File: src/rtl/quad_pwm_pkg.sv
package quad_pwm_pkg;

    localparam int NCH        = 4;
    localparam int CW         = 16;
    localparam int PSW        = 6;
    localparam int DW         = 32;
    localparam int AW         = 6;

    localparam int RUN_LSB    = 0;
    localparam int POL_LSB    = 8;
    localparam int TYPE_LSB   = 15;

    localparam int CTRL_ADDR  = 'h00;
    localparam int PER_BASE   = 'h04;
    localparam int DUTY_BASE  = 'h08;
    localparam int CH_STRIDE  = 8;
    localparam int PS_ADDR    = 'h24;

    localparam int PSWORD_W   = NCH * PSW;

    typedef struct packed {
        logic [DW-1:0]           ctrl;
        logic [NCH-1:0][CW-1:0]  per;
        logic [NCH-1:0][CW-1:0]  duty;
        logic [PSWORD_W-1:0]     ps;
    } regfile_t;

    function automatic logic [DW-1:0] ctrl_mask();
        logic [DW-1:0] m;
        m = '0;
        for (int i = 0; i < NCH; i++) begin
            m[RUN_LSB + i]  = 1'b1;
            m[POL_LSB + i]  = 1'b1;
            m[TYPE_LSB + i] = 1'b1;
        end
        return m;
    endfunction

endpackage

File: src/rtl/quad_pwm_regs.sv
module quad_pwm_regs
    import quad_pwm_pkg::*;
(
    input  logic                     clk,
    input  logic                     rst_n,
    input  logic                     bus_wr,
    input  logic [AW-1:0]            bus_addr,
    input  logic [DW-1:0]            bus_wdata,
    output logic [DW-1:0]            bus_rdata,
    output logic [DW-1:0]            ctrl_word,
    output logic [NCH-1:0][CW-1:0]   per_vec,
    output logic [NCH-1:0][CW-1:0]   duty_vec,
    output logic [PSWORD_W-1:0]      ps_word
);

    localparam logic [DW-1:0] CMASK = ctrl_mask();

    regfile_t r_d, r_q;

    always_comb begin
        r_d = r_q;
        if (bus_wr) begin
            if (bus_addr == AW'(CTRL_ADDR))
                r_d.ctrl = bus_wdata & CMASK;
            if (bus_addr == AW'(PS_ADDR))
                r_d.ps = bus_wdata[PSWORD_W-1:0];
            for (int i = 0; i < NCH; i++) begin
                if (bus_addr == AW'(PER_BASE + CH_STRIDE * i))
                    r_d.per[i] = bus_wdata[CW-1:0];
                if (bus_addr == AW'(DUTY_BASE + CH_STRIDE * i))
                    r_d.duty[i] = bus_wdata[CW-1:0];
            end
        end
    end

    always_ff @(posedge clk) begin
        if (!rst_n) r_q <= '0;
        else        r_q <= r_d;
    end

    always_comb begin
        bus_rdata = '0;
        if (bus_addr == AW'(CTRL_ADDR))
            bus_rdata = r_q.ctrl;
        if (bus_addr == AW'(PS_ADDR))
            bus_rdata = DW'(r_q.ps);
        for (int i = 0; i < NCH; i++) begin
            if (bus_addr == AW'(PER_BASE + CH_STRIDE * i))
                bus_rdata = DW'(r_q.per[i]);
            if (bus_addr == AW'(DUTY_BASE + CH_STRIDE * i))
                bus_rdata = DW'(r_q.duty[i]);
        end
    end

    assign ctrl_word = r_q.ctrl;
    assign per_vec   = r_q.per;
    assign duty_vec  = r_q.duty;
    assign ps_word   = r_q.ps;

endmodule

File: src/rtl/quad_pwm_chan.sv
module quad_pwm_chan
    import quad_pwm_pkg::*;
#(
    parameter int OFF_HOLD = 50,
    localparam int HW = $clog2(OFF_HOLD + 1)
)(
    input  logic            clk,
    input  logic            rst_n,
    input  logic            run_req,
    input  logic            pol,
    input  logic            otype,
    input  logic [CW-1:0]   per,
    input  logic [CW-1:0]   duty,
    input  logic [PSW-1:0]  ps,
    output logic            pwm_out,
    output logic            pwm_oe,
    output logic            running
);

    typedef struct packed {
        logic            run;
        logic [HW-1:0]   hold;
        logic [PSW-1:0]  pre;
        logic [CW-1:0]   cnt;
        logic [CW-1:0]   per_l;
        logic [CW-1:0]   duty_l;
        logic [PSW-1:0]  ps_l;
    } chan_t;

    chan_t s_d, s_q;
    logic [CW:0] cnt_inc;
    logic        active;

    assign cnt_inc = {1'b0, s_q.cnt} + 1'b1;

    always_comb begin
        s_d     = s_q;
        s_d.run = run_req && (s_q.hold == '0);

        if (s_q.run && !run_req)
            s_d.hold = HW'(OFF_HOLD);
        else if (s_q.hold != '0)
            s_d.hold = s_q.hold - 1'b1;

        if (!s_q.run) begin
            s_d.pre    = '0;
            s_d.cnt    = '0;
            s_d.per_l  = per;
            s_d.duty_l = duty;
            s_d.ps_l   = ps;
        end else if (s_q.pre == s_q.ps_l) begin
            s_d.pre = '0;
            if (cnt_inc >= {1'b0, s_q.per_l}) begin
                s_d.cnt    = '0;
                s_d.per_l  = per;
                s_d.duty_l = duty;
                s_d.ps_l   = ps;
            end else begin
                s_d.cnt = cnt_inc[CW-1:0];
            end
        end else begin
            s_d.pre = s_q.pre + 1'b1;
        end
    end

    always_ff @(posedge clk) begin
        if (!rst_n) s_q <= '0;
        else        s_q <= s_d;
    end

    assign active  = s_q.run && (s_q.cnt < s_q.duty_l);
    assign pwm_out = pol ? active : !active;
    assign pwm_oe  = otype ? active : 1'b1;
    assign running = s_q.run;

endmodule

File: src/rtl/quad_pwm.sv
module quad_pwm
    import quad_pwm_pkg::*;
#(
    parameter int OFF_HOLD = 50
)(
    input  logic           clk,
    input  logic           rst_n,
    input  logic           bus_wr,
    input  logic [5:0]     bus_addr,
    input  logic [31:0]    bus_wdata,
    output logic [31:0]    bus_rdata,
    output logic [3:0]     pwm_out,
    output logic [3:0]     pwm_oe
);

    logic [DW-1:0]           ctrl_word;
    logic [NCH-1:0][CW-1:0]  per_vec;
    logic [NCH-1:0][CW-1:0]  duty_vec;
    logic [PSWORD_W-1:0]     ps_word;
    logic [NCH-1:0]          ch_run;
    logic [NCH-1:0]          ch_pol;
    logic [NCH-1:0]          ch_type;

    quad_pwm_regs u_regs (
        .clk       (clk),
        .rst_n     (rst_n),
        .bus_wr    (bus_wr),
        .bus_addr  (bus_addr),
        .bus_wdata (bus_wdata),
        .bus_rdata (bus_rdata),
        .ctrl_word (ctrl_word),
        .per_vec   (per_vec),
        .duty_vec  (duty_vec),
        .ps_word   (ps_word)
    );

    for (genvar g = 0; g < NCH; g++) begin : g_ch
        assign ch_pol[g]  = ctrl_word[POL_LSB + g];
        assign ch_type[g] = ctrl_word[TYPE_LSB + g];

        quad_pwm_chan #(.OFF_HOLD(OFF_HOLD)) u_chan (
            .clk     (clk),
            .rst_n   (rst_n),
            .run_req (ctrl_word[RUN_LSB + g]),
            .pol     (ch_pol[g]),
            .otype   (ch_type[g]),
            .per     (per_vec[g]),
            .duty    (duty_vec[g]),
            .ps      (ps_word[(NCH-1-g)*PSW +: PSW]),
            .pwm_out (pwm_out[g]),
            .pwm_oe  (pwm_oe[g]),
            .running (ch_run[g])
        );
    end

endmodule

File: config.mk
export PLATFORM = sky130hd
export DESIGN_NAME = quad_pwm
export DESIGN_NICKNAME = d
export VERILOG_FILES = /design/src/rtl/quad_pwm_pkg.sv /design/src/rtl/quad_pwm_regs.sv /design/src/rtl/quad_pwm_chan.sv /design/src/rtl/quad_pwm.sv
export SDC_FILE = /design/constraint.sdc
export NUM_CORES = 1
export LEC_CHECK = 0
export BUFFER_PORTS_ARGS = -buffer_cell sky130_fd_sc_hd__buf_2
export CAP_MARGIN = 5
export CORE_ASPECT_RATIO = 0.9
export CORE_UTILIZATION = 57
export DETAILED_ROUTE_END_ITERATION = 12
export GPL_TIMING_DRIVEN = 0
export PLACE_DENSITY_LB_ADDON = 0.15
export RECOVER_POWER = 100
export REMOVE_ABC_BUFFERS = 1
export SYNTH_ARGS = -nofsm -noshare
export SYNTH_HDL_FRONTEND = slang
export SYNTH_HIERARCHICAL = 1
export SYNTH_SLANG_ARGS = --single-unit
File: constraint.sdc
create_clock -name clk -period 4 [get_ports clk]
set_input_delay 0.8 -clock clk [delete_from_list [all_inputs] [get_ports clk]]
set_output_delay 0.8 -clock clk [all_outputs]
set_load 0.05 [all_outputs]
==> qor_table.md <==
| Group | Result | Reported |
|---|---|---|
| run status | Status | finished, violations left |
| run status | Violations in the final reports | max-capacitance violations, max-slew violations |
| worst setup path | Critical Path Start Type | input port |
| grt | Total congestion overflow | 0 |
| pwr | Total power draw | 10.0 mW |
| synthesis | Synth Instances | 2,851 |
| floorplan | Die area | 0.0429 mm^2 |
| timing | Hold slack | 451 ps |
| layout | Post-route non-filler standard cell count | 3,377 |
| timing | Crit share post-route | 0.994 |
| layout | Share of the core filled with cells in the final layout | 0.629 |
| place | Cell area reported after detailed placement | 0.0241 mm^2 |
| layout | Cell area after layout | 0.0259 mm^2 |
| synthesis | Post-Syn Area per Cell | 8.41 um^2 |
| synthesis | Area of the mapped netlist | 0.0240 mm^2 |
| detailed routing | Total via count in the routed design | 19,600 |
| grt | Antenna violations before repair | 4 |
| timing | Relative slew margins | -0.246 |
| synthesis | Yosys Warn Count | 6 |
| worst setup path | Critical path class | in -> out |
| floorplan | Core Rows | 70 |
| pwr | Pwr dens | 388 mW/mm^2 |
| timing | Total Negative Setup Slacks | 0 ps |
| grt | Number of global-route vias before repair | 18,300 |
| floorplan | Core region area | 0.0411 mm^2 |
| place | Post-Place Worst Slack | -710 ps |
| pwr | Total leakage power | 9.62 nW |
| place | Gp weighted congestion | 0.959 |
| clock tree | Max Buffers Root-to-Sink | 3 |
| timing | Max-slew violation count | 209 |
| clock tree | Number of buffers inserted by hold repair at cts | 0 |
| timing | Max Fclk | 252 MHz |
| detailed routing | Vias per inst | 5.81 |
| clock tree | Cell chosen for the clock root | sky130_fd_sc_hd__clkbuf_16 |
| flow run | Max-cap violations | 2 |
| timing | Unrepaired setup endpoints after global routing | no |
| grt | Maximum number of pins on one net before global-route repair | 191 |
| detailed routing | Iteration-0 DRC count of the detailed router | 1,920 |
| detailed routing | Post-route DRC violation count | 0 |
| place | I/O Buffers | 64 |
| detailed routing | Routed Antenna Nets | 0 |
| timing | Final hold violations | 0 |
| worst setup path | Required time worst endpoint | 3200 ps |
| detailed routing | Pre-antenna DRT Iters | 6 |
| worst hold path | Class of the tightest hold or removal check | in -> reg |
| worst setup path | Worst setup EP type | primary output |
| place | Hpwl dp | 45.6 mm |
| worst setup path | Highest net fanout along the worst path | 49 |
| clock tree | Number of clock sinks seen by CTS | 432 |
| layout | Share of post-route cells with drive strength above 1 | 0.0755 |
| floorplan | Die outline width | 218 um |
| clock tree | Post-CTS clock slew at the launch and capture registers of the worst setup and hold paths | 60 ps |
| floorplan | Top-level I/O count | 81 |
| timing | Final WS setup | 24.5 ps |
| timing | Transition time at the pin with the least slew margin | 1870 ps |
| place | Post-placement cell count | 3,278 |
| clock tree | Clock Latency Late Sink | 590 ps |
| timing | Final period demand of the worst path | 3980 ps |
| detailed routing | Post-DR wirelength/cell | 19.2 um |
| clock tree | Number of H-tree levels | 2 |
| timing | Count of final setup violators | 0 |
| clock tree | Number of buffers added by the clock tree synthesis step | 47 |
| layout | Nets | 2,982 |
| floorplan | Initial cell density of the core | 0.584 |
| floorplan | Vertical extent of the die | 197 um |
| worst setup path | Data arrival time of the worst path | 3180 ps |
| grt | Global router's overall resource usage | 0.299 |
| clock tree | Clock tree from TritonCTS | done |
| grt | Global-route wire length before repair | 102 mm |
| detailed routing | Aggregate routed wire length | 65.0 mm |
| timing | Worst clock skew on the final layout | 20.3 ps |
| pwr | Maximum vdd ir drop | 423 uV |
| layout | Signed area change from the synthesized netlist to the final layout | 7.84% |
==> sequential cells by signal, indices dropped and copies added, names as in the netlist <==
signal	flops
u_regs/ps_word	24
u_regs/ctrl_word	12
u_regs/per_vec	64
u_regs/duty_vec	64
g_ch.u_chan/s_q	264
g_ch.u_chan/running	4
==> cell type report <==
cell class	instances	area [um^2]
Clock inverter	19	259
Sequential cell	432	8650
Antenna cell	3	7.51
Tap cell	540	676
Clock buffer	63	1330
Multi-Input combinational cell	2070	13700
Fill cell	3594	15200
Inverter	166	623
Timing Repair Buffer	84	578
==> per-layer routing <==
metal	global-route usage	vias up	part of all wire	wire length (um)
li1	-	9593	-	-
met1	0.430	9254	0.47	30300
met2	0.461	652	0.44	28600
met3	0.0404	122	0.063	4100
met4	0.0979	0	0.031	2030
met5	0	-	0	0
==> layout by cell type, fill, tap and decap left out, types with 15 or more instances in the layout <==
cell type,n
sky130_fd_sc_hd__a211oi_1,21
sky130_fd_sc_hd__a21boi_0,87
sky130_fd_sc_hd__a21o_1,21
sky130_fd_sc_hd__a21oi_1,114
sky130_fd_sc_hd__and2_1,19
sky130_fd_sc_hd__and3_1,15
sky130_fd_sc_hd__buf_2,34
sky130_fd_sc_hd__clkbuf_1,23
sky130_fd_sc_hd__clkbuf_16,49
sky130_fd_sc_hd__clkbuf_2,15
sky130_fd_sc_hd__dfxtp_1,432
sky130_fd_sc_hd__ha_1,140
sky130_fd_sc_hd__inv_1,166
sky130_fd_sc_hd__mux2i_1,251
sky130_fd_sc_hd__nand2_1,616
sky130_fd_sc_hd__nand3_1,59
sky130_fd_sc_hd__nand4_1,80
sky130_fd_sc_hd__nor2_1,107
sky130_fd_sc_hd__nor2b_1,86
sky130_fd_sc_hd__nor3_1,36
sky130_fd_sc_hd__o211ai_1,22
sky130_fd_sc_hd__o21ai_0,71
sky130_fd_sc_hd__o22ai_1,16
sky130_fd_sc_hd__xnor2_1,60
sky130_fd_sc_hd__xor2_1,56
==> critical path: stages <==
cell                       delay, ps
sky130_fd_sc_hd__buf_6           370
sky130_fd_sc_hd__inv_1           390
sky130_fd_sc_hd__a211oi_1        340
sky130_fd_sc_hd__o22ai_1         110
sky130_fd_sc_hd__a221oi_1        600
sky130_fd_sc_hd__o21ai_0         240
sky130_fd_sc_hd__buf_2           270
==> power breakdown <==
group          internal [mW]  leakage [nW]  switching [mW]  total (mW)
logic                  0.419          5.37           0.596        1.02
clock network           2.71         0.771            1.80        4.51
registers               4.43          3.48          0.0920        4.52
==> final timing paths <==
| kind | start | cells after the start | slack (ps) | end |
|---|---|---|---|---|
| max | bus_addr[3] | 7 | 20 | bus_rdata[12] |
| min | bus_wdata[20] | 3 | 450 | u_regs/ps_word[20] |
| max reg2reg | g_ch[2].u_chan/s_q[38] | 12 | 210 | g_ch[2].u_chan/s_q[37] |
| min reg2reg | g_ch[0].u_chan/s_q[34] | 2 | 460 | g_ch[0].u_chan/s_q[34] |
==> repair_timing <==
| action | CTS | global route |
|---|---|---|
| cloned | 1 | 0 |
| endpoints found under the setup margin | 169 | 155 |
| setup buffers | 4 | 9 |
| resized for setup | 7 | 10 |
| pin swaps | 5 | 0 |
Note: power is estimated with default switching activity, not from simulation.
